$ cat src/rtl/hzi_pkg.sv
`timescale 1ns/1ps
package hzi_pkg;
  // Number of older pipeline stages that may hold a register writer.
  // Index 0 is execute, 1 is memory, 2 is writeback (youngest first).
  localparam int NUM_OLDER = 3;
  localparam int NUM_OPS   = 2;

  // ALU operand source, registered into execute with the instruction.
  typedef enum logic [1:0] {
    SRC_REGFILE = 2'd0,
    SRC_EXMEM   = 2'd1,
    SRC_MEMWB   = 2'd2,
    SRC_WBLATCH = 2'd3
  } opnd_src_e;
endpackage

$ cat src/rtl/hzi_writer_match.sv
`timescale 1ns/1ps
// One source operand compared with every older writer.
module hzi_writer_match
  import hzi_pkg::*;
#(
  parameter int REG_W = 3
) (
  input  logic [REG_W-1:0]                src,
  input  logic [NUM_OLDER-1:0][REG_W-1:0] dest,
  input  logic [NUM_OLDER-1:0]            live,
  output logic [NUM_OLDER-1:0]            hit
);
  for (genvar s = 0; s < NUM_OLDER; s++) begin : g_cmp
    assign hit[s] = live[s] && (dest[s] == src);
  end
endmodule

$ cat src/rtl/hzi_operand_resolve.sv
`timescale 1ns/1ps
// Turns the per-stage matches of one operand into a source select and
// a stall request. The mode parameter selects the policy masks.
module hzi_operand_resolve
  import hzi_pkg::*;
#(
  parameter bit FORWARD_EN = 1'b1
) (
  input  logic [NUM_OLDER-1:0] hit,
  input  logic                 ex_load,
  output opnd_src_e            sel,
  output logic                 need_stall
);
  // Stages whose result can reach the ALU by a bypass path.
  localparam logic [NUM_OLDER-1:0] FWD_OK     = FORWARD_EN ? 3'b111 : 3'b000;
  // Stages that force a wait regardless of instruction kind.
  localparam logic [NUM_OLDER-1:0] WAIT_ANY   = FORWARD_EN ? 3'b000 : 3'b011;
  // Stages that force a wait only when they hold a load.
  localparam logic [NUM_OLDER-1:0] WAIT_LOAD  = FORWARD_EN ? 3'b001 : 3'b000;

  logic [NUM_OLDER-1:0] fwd_hit;
  logic [NUM_OLDER-1:0] late_mask;

  assign late_mask  = {{(NUM_OLDER-1){1'b0}}, ex_load};
  assign fwd_hit    = hit & FWD_OK;
  assign need_stall = |(hit & (WAIT_ANY | (WAIT_LOAD & late_mask)));

  // Youngest writer wins.
  always_comb begin
    if (fwd_hit[0])      sel = SRC_EXMEM;
    else if (fwd_hit[1]) sel = SRC_MEMWB;
    else if (fwd_hit[2]) sel = SRC_WBLATCH;
    else                 sel = SRC_REGFILE;
  end
endmodule

$ cat src/rtl/hazard_interlock.sv
`timescale 1ns/1ps
module hazard_interlock
  import hzi_pkg::*;
#(
  parameter int NUM_REGS   = 8,
  parameter bit FORWARD_EN = 1'b1,
  localparam int REG_W     = $clog2(NUM_REGS)
) (
  input  logic             clk,
  input  logic             rst,
  input  logic             dec_valid,
  input  logic [REG_W-1:0] dec_src_a,
  input  logic [REG_W-1:0] dec_src_b,
  input  logic             ex_valid,
  input  logic             ex_we,
  input  logic             ex_load,
  input  logic [REG_W-1:0] ex_dest,
  input  logic             mem_valid,
  input  logic             mem_we,
  input  logic [REG_W-1:0] mem_dest,
  input  logic             wb_valid,
  input  logic             wb_we,
  input  logic [REG_W-1:0] wb_dest,
  output logic             stall,
  output logic [1:0]       ex_sel_a,
  output logic [1:0]       ex_sel_b,
  output logic             ex_bubble
);
  logic [NUM_OLDER-1:0][REG_W-1:0] older_dest;
  logic [NUM_OLDER-1:0]            older_live;
  logic [NUM_OPS-1:0][REG_W-1:0]   src;
  logic [NUM_OPS-1:0][NUM_OLDER-1:0] hit;
  logic [NUM_OPS-1:0]              op_stall;
  opnd_src_e                       op_sel [NUM_OPS];
  opnd_src_e                       sel_q  [NUM_OPS];
  logic                            bubble_q;
  logic                            stall_w;

  // Only real instructions that write a register are writers.
  assign older_dest = {wb_dest, mem_dest, ex_dest};
  assign older_live = {wb_valid & wb_we, mem_valid & mem_we, ex_valid & ex_we};
  assign src        = {dec_src_b, dec_src_a};

  for (genvar op = 0; op < NUM_OPS; op++) begin : g_op
    hzi_writer_match #(.REG_W(REG_W)) u_match (
      .src  (src[op]),
      .dest (older_dest),
      .live (older_live),
      .hit  (hit[op])
    );
    hzi_operand_resolve #(.FORWARD_EN(FORWARD_EN)) u_resolve (
      .hit        (hit[op]),
      .ex_load    (ex_load),
      .sel        (op_sel[op]),
      .need_stall (op_stall[op])
    );
  end

  // Either operand can freeze decode; an empty slot never does.
  assign stall_w = dec_valid && (|op_stall);

  // Selects travel with the instruction into execute; a stall sends a
  // noop with register-file selects instead.
  always_ff @(posedge clk) begin
    if (rst) begin
      bubble_q <= 1'b0;
      for (int op = 0; op < NUM_OPS; op++) sel_q[op] <= SRC_REGFILE;
    end else begin
      bubble_q <= stall_w;
      for (int op = 0; op < NUM_OPS; op++)
        sel_q[op] <= (dec_valid && !stall_w) ? op_sel[op] : SRC_REGFILE;
    end
  end

  assign stall     = stall_w;
  assign ex_bubble = bubble_q;
  assign ex_sel_a  = sel_q[0];
  assign ex_sel_b  = sel_q[1];

  // ---------------- assertions ----------------
  assert_idle_decode_R9: assert property (@(posedge clk) disable iff (rst)
    !dec_valid |-> (!stall ##1 (ex_sel_a == 2'd0 && ex_sel_b == 2'd0 && !ex_bubble)));

  assert_bubble_after_stall_R6: assert property (@(posedge clk) disable iff (rst)
    stall |=> (ex_bubble && ex_sel_a == 2'd0 && ex_sel_b == 2'd0));

  assert_no_bubble_R6: assert property (@(posedge clk) disable iff (rst)
    !stall |=> !ex_bubble);

  assert_dead_writer_R2: assert property (@(posedge clk) disable iff (rst)
    (!(ex_valid && ex_we) && !(mem_valid && mem_we) && !(wb_valid && wb_we))
      |-> (!stall ##1 (ex_sel_a == 2'd0 && ex_sel_b == 2'd0)));

  if (FORWARD_EN) begin : g_fwd_chk
    assert_stall_only_load_R5: assert property (@(posedge clk) disable iff (rst)
      stall |-> (ex_valid && ex_we && ex_load));

    assert_load_use_R5: assert property (@(posedge clk) disable iff (rst)
      (dec_valid && ex_valid && ex_we && ex_load && dec_src_b == ex_dest) |-> stall);

    assert_ex_wins_R4: assert property (@(posedge clk) disable iff (rst)
      (dec_valid && ex_valid && ex_we && !ex_load && dec_src_a == ex_dest && !stall)
        |=> (ex_sel_a == 2'd1));
  end else begin : g_stall_chk
    assert_sel_rf_R7: assert property (@(posedge clk) disable iff (rst)
      (ex_sel_a == 2'd0 && ex_sel_b == 2'd0));

    assert_wait_mem_R7: assert property (@(posedge clk) disable iff (rst)
      (dec_valid && mem_valid && mem_we && dec_src_a == mem_dest) |-> stall);
  end
endmodule

$ cat config.mk
export PLATFORM = sky130hd
export DESIGN_NAME = hazard_interlock
export DESIGN_NICKNAME = d
export VERILOG_FILES = /design/src/rtl/hzi_pkg.sv /design/src/rtl/hzi_writer_match.sv /design/src/rtl/hzi_operand_resolve.sv /design/src/rtl/hazard_interlock.sv
export SDC_FILE = /design/constraint.sdc
export NUM_CORES = 1
export LEC_CHECK = 0
export ABC_AREA = 1
export ABC_CLOCK_PERIOD_IN_PS = 800
export BUFFER_PORTS_ARGS = -buffer_cell sky130_fd_sc_hd__buf_2
export CAP_MARGIN = 0
export CORE_MARGIN = 8
export CORE_UTILIZATION = 38
export DETAILED_ROUTE_END_ITERATION = 7
export GPL_ROUTABILITY_DRIVEN = 0
export MAX_ROUTING_LAYER = met4
export PLACE_DENSITY_LB_ADDON = 0.1
export SETUP_SLACK_MARGIN = 0.02
export SLEW_MARGIN = 20
export SYNTH_ARGS = -nofsm -noshare
export SYNTH_HDL_FRONTEND = slang
export SYNTH_SLANG_ARGS = --single-unit
$ cat constraint.sdc
create_clock -name clk -period 0.8 [get_ports clk]
set_input_delay 0 -clock clk [delete_from_list [all_inputs] [get_ports clk]]
set_output_delay 0 -clock clk [all_outputs]
set_load 0.005 [all_outputs]
## Yosys cells after proc, flatten, opt, wreduce, memory -nomap -nowiden

Memory sizes are Yosys's and may differ from the RTL's.
Index checks and enable logic that the tools add are counted.

| word-level totals | value |
|---|---|
| flip-flop bits (word level) | 1 |
| memory bits (writable) | 4 |
| input bits | 25 |
| output and inout port bits | 6 |
| word-level logic and storage cells | 38 |
| memories kept | 1 |

Memory list:

| memory | depth | width | rd ports | clocked after memory_dff | write ports | RTL line | source |
|---|---|---|---|---|---|---|---|
| sel_q | 2 | 2 | 2 | 0 | 2 | hazard_interlock.sv:35 | `opnd_src_e sel_q [NUM_OPS];` |

| operators by class | value |
|---|---|
| equality and inequality tests | 6 |
| muxes and demuxes | 13 |
| bitwise gates (word level) | 7 |
| reduce and logical (&&, ||, !) cells | 10 |

Operator list:

| kind | number |
|---|---|
| $mux W2 | 10 |
| $eq A3 B3 Y1 | 6 |
| $logic_and A1 B1 Y1 | 8 |
| $and A3 B1 Y3 | 2 |
| $reduce_or A6 Y1 | 1 |
| $and A1 B1 Y1 | 3 |
| $mux W1 | 3 |
| $or A1 B1 Y1 | 2 |
| $logic_not A1 Y1 | 1 |

## Depth between registers and ports, before layout

| logic depth | value |
|---|---|
| word-level depth | 9 |
| mapped depth | 8 |
| gate-level depth less buffers | 8 |

## By module

Synthesis repeated with hierarchy kept, for this count alone.

| second synthesis, totals | value |
|---|---|
| cell total of the unflattened synthesis | 131 |
| area total of the unflattened synthesis | 609.3 sq um |

Modules (own cells, without submodules):

| module | instances | cells an instance | area each (sq um) | sequential area each (sq um) |
|---|---|---|---|---|
| hzi_writer_match | 2 | 45 | 182.7 | 0.0 |
| hazard_interlock | 1 | 25 | 183.9 | 100.1 |
| hzi_operand_resolve | 2 | 8 | 30.0 | 0.0 |

## Worst setup path before layout

Ideal clock, no wire load.

| timing | value |
|---|---|
| path type | input to register |
| from | input port ex_dest[2] |
| to | memory sel_q[0][0] (netlist bit) |
| setup time | 0.114 ns |
| arrival | 0.475 ns |
| data required time | 0.686 ns |
| path slack | 0.211 ns |
| stages on the path | 7 |
| buffers on the path | 0 |
| path through | inv_1 -> nand2_1 -> nand2_1 -> nor2_2 -> nand3_1 -> nand3_2 -> nor2_1 |

RTL lines:

| item | RTL line | source |
|---|---|---|
| from (decl) | hazard_interlock.sv:17 | `input logic [REG_W-1:0] ex_dest,` |
| to (decl) | hazard_interlock.sv:35 |  |

## Worst setup path in the final report

| timing | value |
|---|---|
| from | input port dec_src_b[0] |
| to | output port stall |

| between the ends | value |
|---|---|
| cells in the longest elaborated chain, start to end | 5 |
| elaborated cells on any way between the ends | 9 |
| those cells by class | eq/ne (3); bitwise (1); reduce/logical (5) |

Ends and longest elaborated chain:

| item | RTL line | source |
|---|---|---|
| from (decl) | hazard_interlock.sv:13 | `input logic [REG_W-1:0] dec_src_b,` |
| $eq A3 B3 Y1 | hzi_writer_match.sv:14 | `assign hit[s] = live[s] && (dest[s] == src);` |
| $logic_and A1 B1 Y1 | hzi_writer_match.sv:14 |  |
| $and A3 B1 Y3 * | hzi_operand_resolve.sv:26 | `assign need_stall = \|(hit & (WAIT_ANY \| (WAIT_LOAD & late_mask)));` |
| $reduce_or A6 Y1 * | hazard_interlock.sv:60 | `assign stall_w = dec_valid && (\|op_stall);` |
| $logic_and A1 B1 Y1 * | hazard_interlock.sv:60 |  |
| to (decl) | hazard_interlock.sv:24 | `output logic stall,` |

Mark *: on every way between the ends. The rest lies on a longest branch, timed or not.

==> summary.md <==
| Metric | Value |
|---|---|
| Number of max-cap violations | 0 |
| Pwr/cell area | ~960 mW/mm² |
| Core Box Area | 0.00132 mm² |
| Number of global-route vias before repair | 818 |
| DRT Wirelength | roughly 2400 µm |
| Share of layout cells above drive strength 1 | between 50% and 60% |
| Drt initial violations | 31 |
| Total number of vias | 888 |
| Failing checks | negative setup slack |
| Worst vdd ir | 0.811 mV |
| Largest net degree at the start of global routing | 6 |
| DRT antenna net count | 0 |
| CP top delay family | simple AND/OR/NAND/NOR gates |
| Path type of the worst setup path | input port to primary output |
| Mapped Avg Cell Area | 4.71 µm² |
| Flops & latches, synth | 5 |
| CTS tree | yes |
| Fin Setup TNS | -162 ps |
| Total global-route track usage | 14.9% |
| Synth Net Count | 139 |
| Slowest cell on the critical path | nor2_2 |
| Placed insts | 159 |
| Arrival @ worst endpoint | 850 ps |
| Fin crit period | between 800 and 900 ps |
| Initial Util | 40.7% |
| Worst slew pin tran | 258 ps |
| Worst Path Required | 800 ps |
| Final hold vios | 0 |
| CTS max path bufs | 2 |
| H-tree Lvls | 1 |
| Post-Syn Area | 537 µm² |
| Gr ovfl total | 0 |
| Setup Viol. Count Final | 5 |
| Antenna violations before repair | 0 |
| Distinct cells, synth | 12 |
| Chip Width | 53.6 µm |
| Final Non-Filler Cells | 181 |
| Hold Crit Class | input port to flop |
| Final core occ | 80.8% |
| Num ports | 31 |
| Worst path buffer plus inverter count | 3 |
| N_diodes | 0 |
| DP Wirelength | 1390 µm |
| Number of synthesis warnings | 0 |
| Hold_buf cts | 0 |
| Unrepaired setup endpoints after global routing | true |
| First-pass GRT wire length | 3180 µm |
| Outcome | complete, but fails checks |
| Critical path cell sequence | buf_6 > inv_4 > nand2_2 > nand2_1 > nor2_2 > nand2_2 > nand2_1 > nand2_1 > nor2_1 > buf_2 |
| Final WS setup | -51.1 ps |
| CTS root buf | clkbuf_4 |
| CP most frequent cell | nand2_1 |
| DIE HEIGHT | 53.6 µm |
| Max Slew Vio Count | 0 |
| Max transition margin | 82.8% |
| Reg clk slew, reported paths | roughly 50 ps |
| WL/cell | between 10 and 15 µm |
| Fin crit share | 106% |
| DR DRC count | 0 |
| Port Buffer Count | 30 |
| DRT Pass-1 Iters | 5 |
| Worst Hold Launch | rst |
| Clock sink total | 5 |
| Max incr delay on CP | 170 ps |
| Vias per inst | 4.91 |
| Die area | 0.00287 mm² |
| Startpoint types | input port |
| Row count | 13 |
| CP Max Fanout | 3 |
| Static leakage | 0.618 nW |
| Fmax | 1170 MHz |
| Final Total Pwr | 1.02 mW |
| Setup crit end kind | primary output |
| Nets | 192 |
| Clock buffer count from CTS | 3 |
| Synth-to-layout area growth | 98.4% |
| Sequential element share of the synthesized area | 18.6% |
| Worst Setup SP | dec_src_b[0] |
| Post-synthesis cell count | 114 |
[where the power goes]
part           internal [mW]  total [mW]  switching (mW)
registers              0.253       0.254        0.000739
clock network          0.190       0.313           0.123
logic                  0.223       0.454           0.231
total                  0.666        1.02           0.355
[state kept, by name (all words and copies together) (netlist names)]
name       count
ex_bubble      1
sel_q          4
[cell families after synthesis]
group / after synthesis / synth area share, %
flip-flops: 5 / 18.6
buffers and inverters: 21 / 14.7
AND/OR/NAND/NOR: 81 / 60.1
AO/OA/AOI/OAI: 7 / 6.52
[synthesized netlist by cell type (all sizes together)]
cell	count	area share, %
nor2	19	14
inv	21	15
a21oi	5	4.7
nand3	5	5.6
o21ai	2	1.9
dfxtp	5	19
nand2	57	40
[layout make-up]
cell class | count | area, µm²
inverters | 21 | 104
well taps | 15 | 18.8
fillers | 106 | 253
repair buffers | 48 | 369
multi-input cells | 88 | 447
flip-flops and latches | 5 | 100
clock buffers | 4 | 26.3
[repair_timing]
item | CTS | global route
endpoints found under the setup margin | 1 | 5
gates cloned | 0 | 0
hold endpoints to repair | 0 | 0
pin swaps | 14 | 17
setup buffers | 15 | 4
resized for setup | 25 | 35
[stage by stage]
step | instance area [µm²] | setup WS, ps | hold WS, ps
after floorplan | 537 | 211 | 92.9
after global placement | 706 | -46.0 | 260
after detailed placement | 706 | -68.8 | 259
after CTS | 928 | 11.7 | 7.86
after global routing | 1060 | -89.4 | 91.0
final | 1060 | -51.1 | 41.3
[tightest hold or removal path: stages]
cell	delay, ps
buf_2	80
nor2_1	70
inv_1	60
nor2_1	40
[worst paths after layout]
check | end | slack [ps] | cells after the start
worst max-delay path | stall | -50 | 10
worst min-delay path | ex_bubble | 40 | 4
[layer usage]
metal	vias up	part of all wire, %	wire length, µm	track usage [%]
met5	-	0	0	-
met2	48	55	1340	27.7
met1	397	37	891	15.1
li1	441	-	-	-
met3	2	8.3	203	3.86
met4	0	0.33	8	3.36
[cells in the final DEF, fill, tap and decap left out, drive strengths merged]
master / netlist / layout
nand2: 57 / 57
inv: 21 / 21
clkbuf: 0 / 4
dfxtp: 5 / 5
o21ai: 2 / 2
a21oi: 5 / 5
nor2: 19 / 19
nand3: 5 / 5
buf: 0 / 48
No activity file was read; power rests on OpenSTA's default activity.
